**config.mk**
```make
export PLATFORM = sky130hd
export DESIGN_NAME = fbdiv_slip
export DESIGN_NICKNAME = d
export VERILOG_FILES = /design/src/rtl/fbdiv_pkg.sv /design/src/rtl/fbdiv_sync.sv /design/src/rtl/fbdiv_req.sv /design/src/rtl/fbdiv_count.sv /design/src/rtl/fbdiv_slip.sv
export SDC_FILE = /design/constraint.sdc
export NUM_CORES = 1
export LEC_CHECK = 0
export ABC_AREA = 1
export BUFFER_PORTS_ARGS = -buffer_cell sky130_fd_sc_hd__buf_2
export CAP_MARGIN = 20
export CORE_ASPECT_RATIO = 1.5
export CORE_MARGIN = 3
export CORE_UTILIZATION = 47
export CTS_CLUSTER_DIAMETER = 100
export CTS_CLUSTER_SIZE = 28
export DETAILED_ROUTE_END_ITERATION = 6
export PLACE_DENSITY = 0.67
export SLEW_MARGIN = 40
export SYNTH_ARGS = -nofsm -noshare
export SYNTH_HDL_FRONTEND = slang
export SYNTH_SLANG_ARGS = --single-unit
```
**constraint.sdc**
```tcl
create_clock -name clk_i -period 1.6 [get_ports clk_i]
set_input_delay 0.08 -clock clk_i [delete_from_list [all_inputs] [get_ports clk_i]]
set_output_delay 0.08 -clock clk_i [all_outputs]
set_load 0.02 [all_outputs]
```
**src/rtl/fbdiv_pkg.sv**
```systemverilog
package fbdiv_pkg;
    // Kind of one-count modulus change held by the request logic
    typedef enum logic [1:0] {
        SLIP_NONE = 2'd0,
        SLIP_ADD  = 2'd1,
        SLIP_DROP = 2'd2
    } slip_e;
endpackage

```
**src/rtl/fbdiv_sync.sv**
```systemverilog
// Multi-stage synchronizer with rising-edge detection on each bit
module fbdiv_sync #(
    parameter int WIDTH  = 3,
    parameter int STAGES = 2
) (
    input  logic             clk_i,
    input  logic             rst_i,
    input  logic [WIDTH-1:0] async_i,
    output logic [WIDTH-1:0] rise_o
);
    localparam int LAST = STAGES - 1;

    typedef struct packed {
        logic [STAGES-1:0][WIDTH-1:0] pipe;
        logic [WIDTH-1:0]             hist;
    } sync_st_t;

    sync_st_t st_d, st_q;

    always_comb begin
        st_d         = st_q;
        st_d.pipe[0] = async_i;
        for (int i = 1; i < STAGES; i++) begin
            st_d.pipe[i] = st_q.pipe[i-1];
        end
        st_d.hist = st_q.pipe[LAST];
    end

    always_ff @(posedge clk_i) begin
        if (rst_i) st_q <= '0;
        else       st_q <= st_d;
    end

    for (genvar b = 0; b < WIDTH; b++) begin : g_edge
        assign rise_o[b] = st_q.pipe[LAST][b] & ~st_q.hist[b];
    end
endmodule

```
**src/rtl/fbdiv_req.sv**
```systemverilog
// Request capture: one slot per phase-detector cycle, armed on reference edge
module fbdiv_req
    import fbdiv_pkg::*;
(
    input  logic  clk_i,
    input  logic  rst_i,
    input  logic  add_rise_i,
    input  logic  drop_rise_i,
    input  logic  ref_rise_i,
    input  logic  take_i,
    output slip_e arm_o
);
    typedef struct packed {
        slip_e req;
        slip_e arm;
        logic  taken;
    } req_st_t;

    req_st_t st_d, st_q;

    always_comb begin
        st_d = st_q;
        // counter loads the modified modulus at terminal count
        if (take_i) begin
            st_d.arm = SLIP_NONE;
        end
        // reference edge closes the phase-detector cycle
        if (ref_rise_i && st_d.arm == SLIP_NONE) begin
            st_d.arm   = st_q.req;
            st_d.req   = SLIP_NONE;
            st_d.taken = 1'b0;
        end
        // first edge of the new cycle claims its slot
        if ((add_rise_i || drop_rise_i) && !st_d.taken) begin
            st_d.taken = 1'b1;
            if (add_rise_i && drop_rise_i) st_d.req = SLIP_NONE;
            else if (add_rise_i)           st_d.req = SLIP_ADD;
            else                           st_d.req = SLIP_DROP;
        end
    end

    always_ff @(posedge clk_i) begin
        if (rst_i) st_q <= '{req: SLIP_NONE, arm: SLIP_NONE, taken: 1'b0};
        else       st_q <= st_d;
    end

    assign arm_o = st_q.arm;
endmodule

```
**src/rtl/fbdiv_count.sv**
```systemverilog
// Down-counter divider; modulus sampled at terminal count only
module fbdiv_count
    import fbdiv_pkg::*;
#(
    parameter int CNT_W = 8
) (
    input  logic             clk_i,
    input  logic             rst_i,
    input  logic [CNT_W-1:0] mod_i,
    input  slip_e            arm_i,
    output logic             tc_o,
    output logic             fb_o,
    output logic             slip_o
);
    localparam logic [CNT_W-1:0] ONE = CNT_W'(1);
    localparam logic [CNT_W-1:0] TWO = CNT_W'(2);

    typedef struct packed {
        logic [CNT_W-1:0] cnt;
        logic             fb;
        logic             slip;
        logic             active;
    } cnt_st_t;

    cnt_st_t          st_d, st_q;
    logic             tc;
    logic [CNT_W-1:0] load;

    assign tc = (st_q.cnt == '0);

    // reload value is one less than the length of the next cycle
    always_comb begin
        if (arm_i == SLIP_ADD)       load = mod_i;
        else if (arm_i == SLIP_DROP) load = mod_i - TWO;
        else                         load = mod_i - ONE;
    end

    always_comb begin
        st_d      = st_q;
        st_d.fb   = tc;
        st_d.slip = tc & st_q.active;
        if (tc) begin
            st_d.cnt    = load;
            st_d.active = (arm_i != SLIP_NONE);
        end else begin
            st_d.cnt = st_q.cnt - ONE;
        end
    end

    always_ff @(posedge clk_i) begin
        if (rst_i) st_q <= '0;
        else       st_q <= st_d;
    end

    assign tc_o   = tc;
    assign fb_o   = st_q.fb;
    assign slip_o = st_q.slip;
endmodule

```
**src/rtl/fbdiv_slip.sv**
```systemverilog
module fbdiv_slip
    import fbdiv_pkg::*;
#(
    parameter int CNT_W       = 8,
    parameter int SYNC_STAGES = 2
) (
    input  logic             clk_i,
    input  logic             rst_i,
    input  logic             ref_i,
    input  logic             add_i,
    input  logic             drop_i,
    input  logic [CNT_W-1:0] mod_i,
    output logic             fb_o,
    output logic             slip_o
);
    localparam int N_CTL = 3;

    logic [N_CTL-1:0] rise;
    logic             ref_rise;
    slip_e            arm;
    logic             tc;

    fbdiv_sync #(.WIDTH(N_CTL), .STAGES(SYNC_STAGES)) u_sync (
        .clk_i   (clk_i),
        .rst_i   (rst_i),
        .async_i ({ref_i, drop_i, add_i}),
        .rise_o  (rise)
    );

    assign ref_rise = rise[2];

    fbdiv_req u_req (
        .clk_i       (clk_i),
        .rst_i       (rst_i),
        .add_rise_i  (rise[0]),
        .drop_rise_i (rise[1]),
        .ref_rise_i  (ref_rise),
        .take_i      (tc),
        .arm_o       (arm)
    );

    fbdiv_count #(.CNT_W(CNT_W)) u_count (
        .clk_i  (clk_i),
        .rst_i  (rst_i),
        .mod_i  (mod_i),
        .arm_i  (arm),
        .tc_o   (tc),
        .fb_o   (fb_o),
        .slip_o (slip_o)
    );
endmodule

```
==> out/metrics.cfg, run 1 <==
[synth]
synth_compound_area_share_pct=16.26
synth_edf_count=0
synth_seq_cells=25
synth-adder-area-share_pct=3.918
synth_cells=170
synth_nets=187
ys.flop_type=dfxtp_1
netlist_area_um2=1277
synthSimpleGateAreaFrac_pct=28.70
synth_xor_area_share_pct=2.742
ys_seq_area_share_pct=39.18
yosys_warnings=0
synthMuxAreaShare_pct=0
synth_top_family_by_area=simple AND/OR/NAND/NOR gates
synthArstFlopShare_pct=0
yosysUniqueCellTypes=29
avgSynthCellArea_um2=7.515

[run]
max_cap_violations=0

[cells_and_area]
seq_area_um2=500.5
finalCoreUtilization_pct=57.02
diodes=0
multi_input_area_um2=659.4
nFillCells=280
areaGrowthSynthToFinish_pct=13.03
layout.nets=207
drive_gt1_share_pct=19.05

[route]
drtIter0Drc=11
drc_errors=0
firstDrtPassIters=4
postRouteAntennaNets=0
viasPerCell=4.938
vias=1111
wirelength_um=2409
detail_route.wl_per_cell_um=10.71

[worst_setup_path]
reg2reg_setup_slack_ns=0.17
cp.arrival_ns=1.69
cp_max_fo=5
worst_setup_path_start_kind=register
end_kind=register
worstPathRequired_ns=1.86
critPathKind=register to register

[grt]
grt_max_degree=22
grt_pass1_vias=1060
grt_overflow=0
grt_util_met2_pct=32.21
antenna_found_initial=0
grt_pass1_wl_um=4195
top_usage_layer=met2
grt_use_total_pct=15.36
use_met1_pct=14.02
grt_use_met3_pct=2.559

[clock_tree]
cts_tree=built
cts_buffer_depth=2
cts_made_buffers=3
root_buffer=clkbuf_4
cts.sinks=25
htreeDepth=1
clk_latency_ns=0.32
path_clk_slew_ns=0.15
post_cts_buffers=0

[timing]
rsz0062_at_grt=false
period_minus_slack_ns=1.428
max_freq_mhz=700.3
drv_slew=0
setup_tns_ns=0
setup_viol=0
finalCritPeriodShare_pct=89.25
finalHoldViolations=0
slew_headroom_pct=73.47
tightest_slew_ns=0.3979
skew_ns=0.01028

[die]
die_w_um=48.57
dieArea_um2=3392
fp-row-count=22
start_util_pct=50.44
die_h_um=69.85
coreArea_um2=2532
io_pins=15

[min_path]
holdCritPathClass=primary input to register

[pwr]
peakVddDrop_uv=903.4
power.leakage_nw=0.6607
total_power_mw=1.888
power.density_nw_per_um2=1308

[placed_design]
hpwl_um=1936
place_congestion=0.9291
portBuffers=14

[outcome]
status=finished, final reports clean

==> worst max-delay path, cell delays in order (launching register included) <==
cell,delay (ns)
dfxtp_1,0.34
inv_1,0.10
ha_1,0.25
nand2_4,0.12
o21ai_4,0.22
nand2_4,0.08
nand2_4,0.08
nand2_1,0.06
a21oi_2,0.12
==> cells in the mapped netlist (all sizes together), types with 2 or more instances <==
cell,number,area (um^2)
dfxtp,25,500.5
nand3,12,65.06
nand2,28,137.6
xor2,2,17.52
xnor2,2,17.52
nor2,30,146.4
a31oi,2,12.51
a21oi,14,77.58
o211ai,3,22.52
ha,4,50.05
inv,29,108.9
o21ai,11,70.07
o221ai,2,17.52
==> layout by cell type, fill, tap and decap left out, types with 3 or more instances in the layout <==
cell type / n
dlygate4sd3_1: 3
ha_1: 4
nand2_2: 4
buf_2: 14
a21oi_1: 12
inv_1: 27
o21ai_0: 9
o211ai_1: 3
nor2_1: 26
nand3_1: 11
dfxtp_1: 25
nand2_4: 3
clkbuf_4: 3
nand2_1: 21
==> power breakdown <==
group,total [mW],switching [mW],internal (mW)
Clock,0.290,0.195,0.0954
Sequential,0.818,0.0859,0.732
Combinational,0.780,0.478,0.302
==> logic make-up after synthesis <==
| kind of cell | after synthesis |
|---|---|
| compound gates | 33 |
| xor+xnor | 4 |
| fa+ha+maj | 4 |
| buf+inv | 31 |
| flops | 25 |
| simple gates | 73 |
==> stage by stage <==
step	area [um^2]	worst slack, ns	instances	hold slack, ns
global placement	1384	0.2586	218	0.2833
global route	1444	0.05670	225	0.03140
finish	1444	0.1719	225	0.01658
CTS	1444	0.1705	225	0.01156
detailed placement	1384	0.1880	218	0.2891
floorplan	1277	0.3270	170	0.1870
==> routing by layer <==
layer / share of wire, % / up-vias
met4: 1.2 / 0
met3: 1.6 / 4
met5: 0 / -
met2: 57 / 10
met1: 40 / 520
li1: - / 577
==> worst paths after layout <==
kind / from / end / cells past startpoint
worst min register to register: u_sync.st_d[8] / u_sync.st_d[2] / 2
worst max-delay path: u_count.st_q[3] / u_req.st_q[3] / 8
worst min-delay path: mod_i[6] / u_count.st_q[9] / 3
worst max register to register: u_count.st_q[3] / u_req.st_q[3] / 8
==> registers in the layout, summed over array words and instances (netlist names) <==
register,count
u_count.fb_o,1
u_req.st_q,3
u_sync.st_d,6
u_req.arm_o,2
u_sync.st_q,3
u_count.slip_o,1
u_count.st_q,9
==> timing repair <==
item / in CTS / in global routing
gates resized for setup: 0 / 0
endpoints found under the hold margin: 3 / 0
hold buffers: 3 / 0
==> layout make-up <==
class                   instances  share of cell area, %
multi-input cells             114                  45.67
clock inverters                 1                 0.5199
clock buffers                   3                  1.560
repair buffers                 17                  6.932
well taps                      36                  3.120
inverters                      29                  7.539
flip-flops and latches         25                  34.66
Power figures use the tool's default switching activity.
==> run 2: changes to the inputs <==
--- a/config.mk
+++ b/config.mk
@@ -6,5 +6,4 @@
 export NUM_CORES = 1
 export LEC_CHECK = 0
-export ABC_AREA = 1
 export BUFFER_PORTS_ARGS = -buffer_cell sky130_fd_sc_hd__buf_2
 export CAP_MARGIN = 20
==> constraint.sdc (replaced) <==
create_clock -name clk_i -period 1.6 [get_ports clk_i]
set_input_delay 0.08 -clock clk_i [delete_from_list [all_inputs] [get_ports clk_i]]
set_output_delay 0.08 -clock clk_i [all_outputs]
set_load 0.1 [all_outputs]
==> out/metrics.cfg, run 2 <==
[route]
firstDrtPassIters=4
detail_route.wl_per_cell_um=14.02
drc_errors=0
drtIter0Drc=23
viasPerCell=5.721
postRouteAntennaNets=0
wirelength_um=2761
vias=1127

[worst_setup_path]
slowest_delay_ns=0.54
slowest_stage=or4_4
crit_buf_inv=0
reg2reg_from=u_count.st_q[8]
cp_max_fo=3
end_kind=register
worstPathRequired_ns=1.86
critPathKind=register to register
ff2ff_path_depth=4
r2r_end=u_count.st_q[9]
crit_family=simple AND/OR/NAND/NOR gates
worst_setup_path_start_kind=register
reg2reg_setup_slack_ns=-0.07
path_cells=or4_4 -> or3_1 -> a221o_1 -> nor2_1
cp.arrival_ns=1.93

[synth]
netlist_area_um2=1234
netlist.area_leader.share_pct=40.57
synth_top_cells_by_count=25 x dfxtp_1, 11 x nor2_1, 11 x nor2b_1
synth_seq_cells=25
synth_compound_area_share_pct=19.17
synth_largest_area_cell=dfxtp_1
synth_xor_area_share_pct=4.970
ys.flop_type=dfxtp_1
avgSynthCellArea_um2=8.812
synth_most_common_cell=dfxtp_1
yosys_warnings=0
synth-adder-area-share_pct=4.868
synthMuxAreaShare_pct=0.8114
synthSimpleGateAreaFrac_pct=25.46
synthTopCellsByArea=dfxtp_1 41%, nor2b_1 5.6%, a211oi_1 4.9%
yosysUniqueCellTypes=40
ys_seq_area_share_pct=40.57
synthArstFlopShare_pct=0
synth_cells=140
synth_edf_count=0
synth_top_family_by_area=simple AND/OR/NAND/NOR gates
synth_nets=157

[clock_tree]
htreeDepth=1
cts_tree=built
cts.sinks=25
clk_latency_ns=0.31
cts_made_buffers=3
post_cts_buffers=0
root_buffer=clkbuf_4
path_clk_slew_ns=0.13
cts_buffer_depth=2

[die]
start_util_pct=49.80
die_w_um=47.83
die_h_um=68.75
dieArea_um2=3288
fp-row-count=22
coreArea_um2=2477
io_pins=15

[cells_and_area]
areaGrowthSynthToFinish_pct=25.76
fin_cells=197
final_common_cell=dfxtp_1
most-common-layout-cells=23 x dfxtp_1, 18 x buf_4, 14 x buf_2
regMostFlops=u_count.st_q
layout.nets=191
drive_gt1_share_pct=28.32
diodes=0
largest_reg_flops=9
fin_area_um2=1551

[timing]
slew_headroom_pct=67.94
tightest_slew_ns=0.4842
worst_slack_ns=-0.07230
finalHoldViolations=0
drv_slew=0
rsz0062_at_grt=true
max_freq_mhz=598.0
finalCritPeriodShare_pct=104.5
skew_ns=0.006401
setup_viol=5
period_minus_slack_ns=1.672

[grt]
grt_pass1_wl_um=4312
grt_pass1_vias=1090
grt_overflow=0
grt_use_total_pct=18.05
grt_max_degree=15
antenna_found_initial=0

[min_path]
hold_end=u_count.st_q[10]
hold_depth=3
hp-start=mod_i[7]
holdCritPathClass=primary input to register

[placed_design]
placed_area_um2=1446
portBuffers=14
place_congestion=0.8442
hpwl_um=2156
dp_cells=190

[outcome]
violations=negative setup slack
status=complete, but fails checks

[pwr]
power.leakage_nw=0.6317
peakVddDrop_uv=829.5
power.density_nw_per_um2=1389

[run]
max_cap_violations=0

-- run 2: repair_timing --
action                     in CTS  in global routing
pin swaps                       0                  3
hold buffers                    3                  0
resized for setup               3                 12
gates cloned                    0                  0
hold endpoints to repair        3                  0
setup endpoints to repair      11                 15
-- run 2: worst max path at each step --
stage | endpoint | depth (start not counted) | from | slack (ns)
detailed placement | u_req.st_q[4] | 6 | u_count.st_q[3] | -0.10
global placement | u_count.st_q[9] | 4 | u_count.st_q[8] | -0.06
CTS | u_count.st_q[9] | 4 | u_count.st_q[8] | -0.08
floorplan | u_count.st_q[9] | 5 | u_count.st_q[8] | -0.08
global route | u_count.st_q[9] | 4 | u_count.st_q[8] | -0.12
finish | u_count.st_q[9] | 4 | u_count.st_q[8] | -0.07
-- run 2: report_power, final --
| group | leakage [nW] | switching (mW) | internal (mW) |
|---|---|---|---|
| combinational | 0.411 | 0.586 | 0.511 |
| sequential | 0.206 | 0.0493 | 0.735 |
| clock | 0.0150 | 0.175 | 0.0975 |
-- run 2: worst register-to-register path, cell delays in order (launching register included) --
cell and delay (ns):
dfxtp_2 0.34, or4_4 0.54, or3_1 0.32, a221o_1 0.32
nor2_1 0.11
-- run 2: final cells by class --
cell class	instances	area, um^2
Clock buffer	4	26.28
Inverter	7	26.28
Tap cell	24	30.03
Fill cell	214	925.9
Timing Repair Buffer	35	235.2
Multi-Input combinational cell	102	730.7
Sequential cell	25	503.0
-- run 2: cells by family after synthesis --
group,Yosys count
and+or+nand+nor,55
AOI/OAI and AO/OA,34
buffers and inverters,13
adders and majority gates,5
xor gates and xnor gates,7
DFF,25
muxes,1
-- run 2: metal layers --
| layer | track usage, % | up-vias | share of wire [%] |
|---|---|---|---|
| li1 | - | 577 | - |
| met2 | 36.26 | 16 | 57 |
| met4 | 5.387 | 0 | 1.2 |
| met5 | 0 | - | 0 |
| met1 | 18.06 | 530 | 40 |
| met3 | 1.558 | 4 | 2.1 |
-- run 2: through the flow --
step,TNS (ns),util [%],power [mW],hold slack [ns],worst slack (ns)
after detailed placement,-0.4196,58.38,1.773,0.3056,-0.1025
after floorplan,-0.2965,-,1.397,0.2082,-0.08005
after CTS,-0.4478,61.16,2.082,0.06462,-0.08263
final,-0.1424,62.63,2.154,0.06658,-0.07230
after global routing,-0.5386,62.63,2.294,0.07556,-0.1152
after global placement,-0.2712,58.38,1.749,0.2948,-0.06041
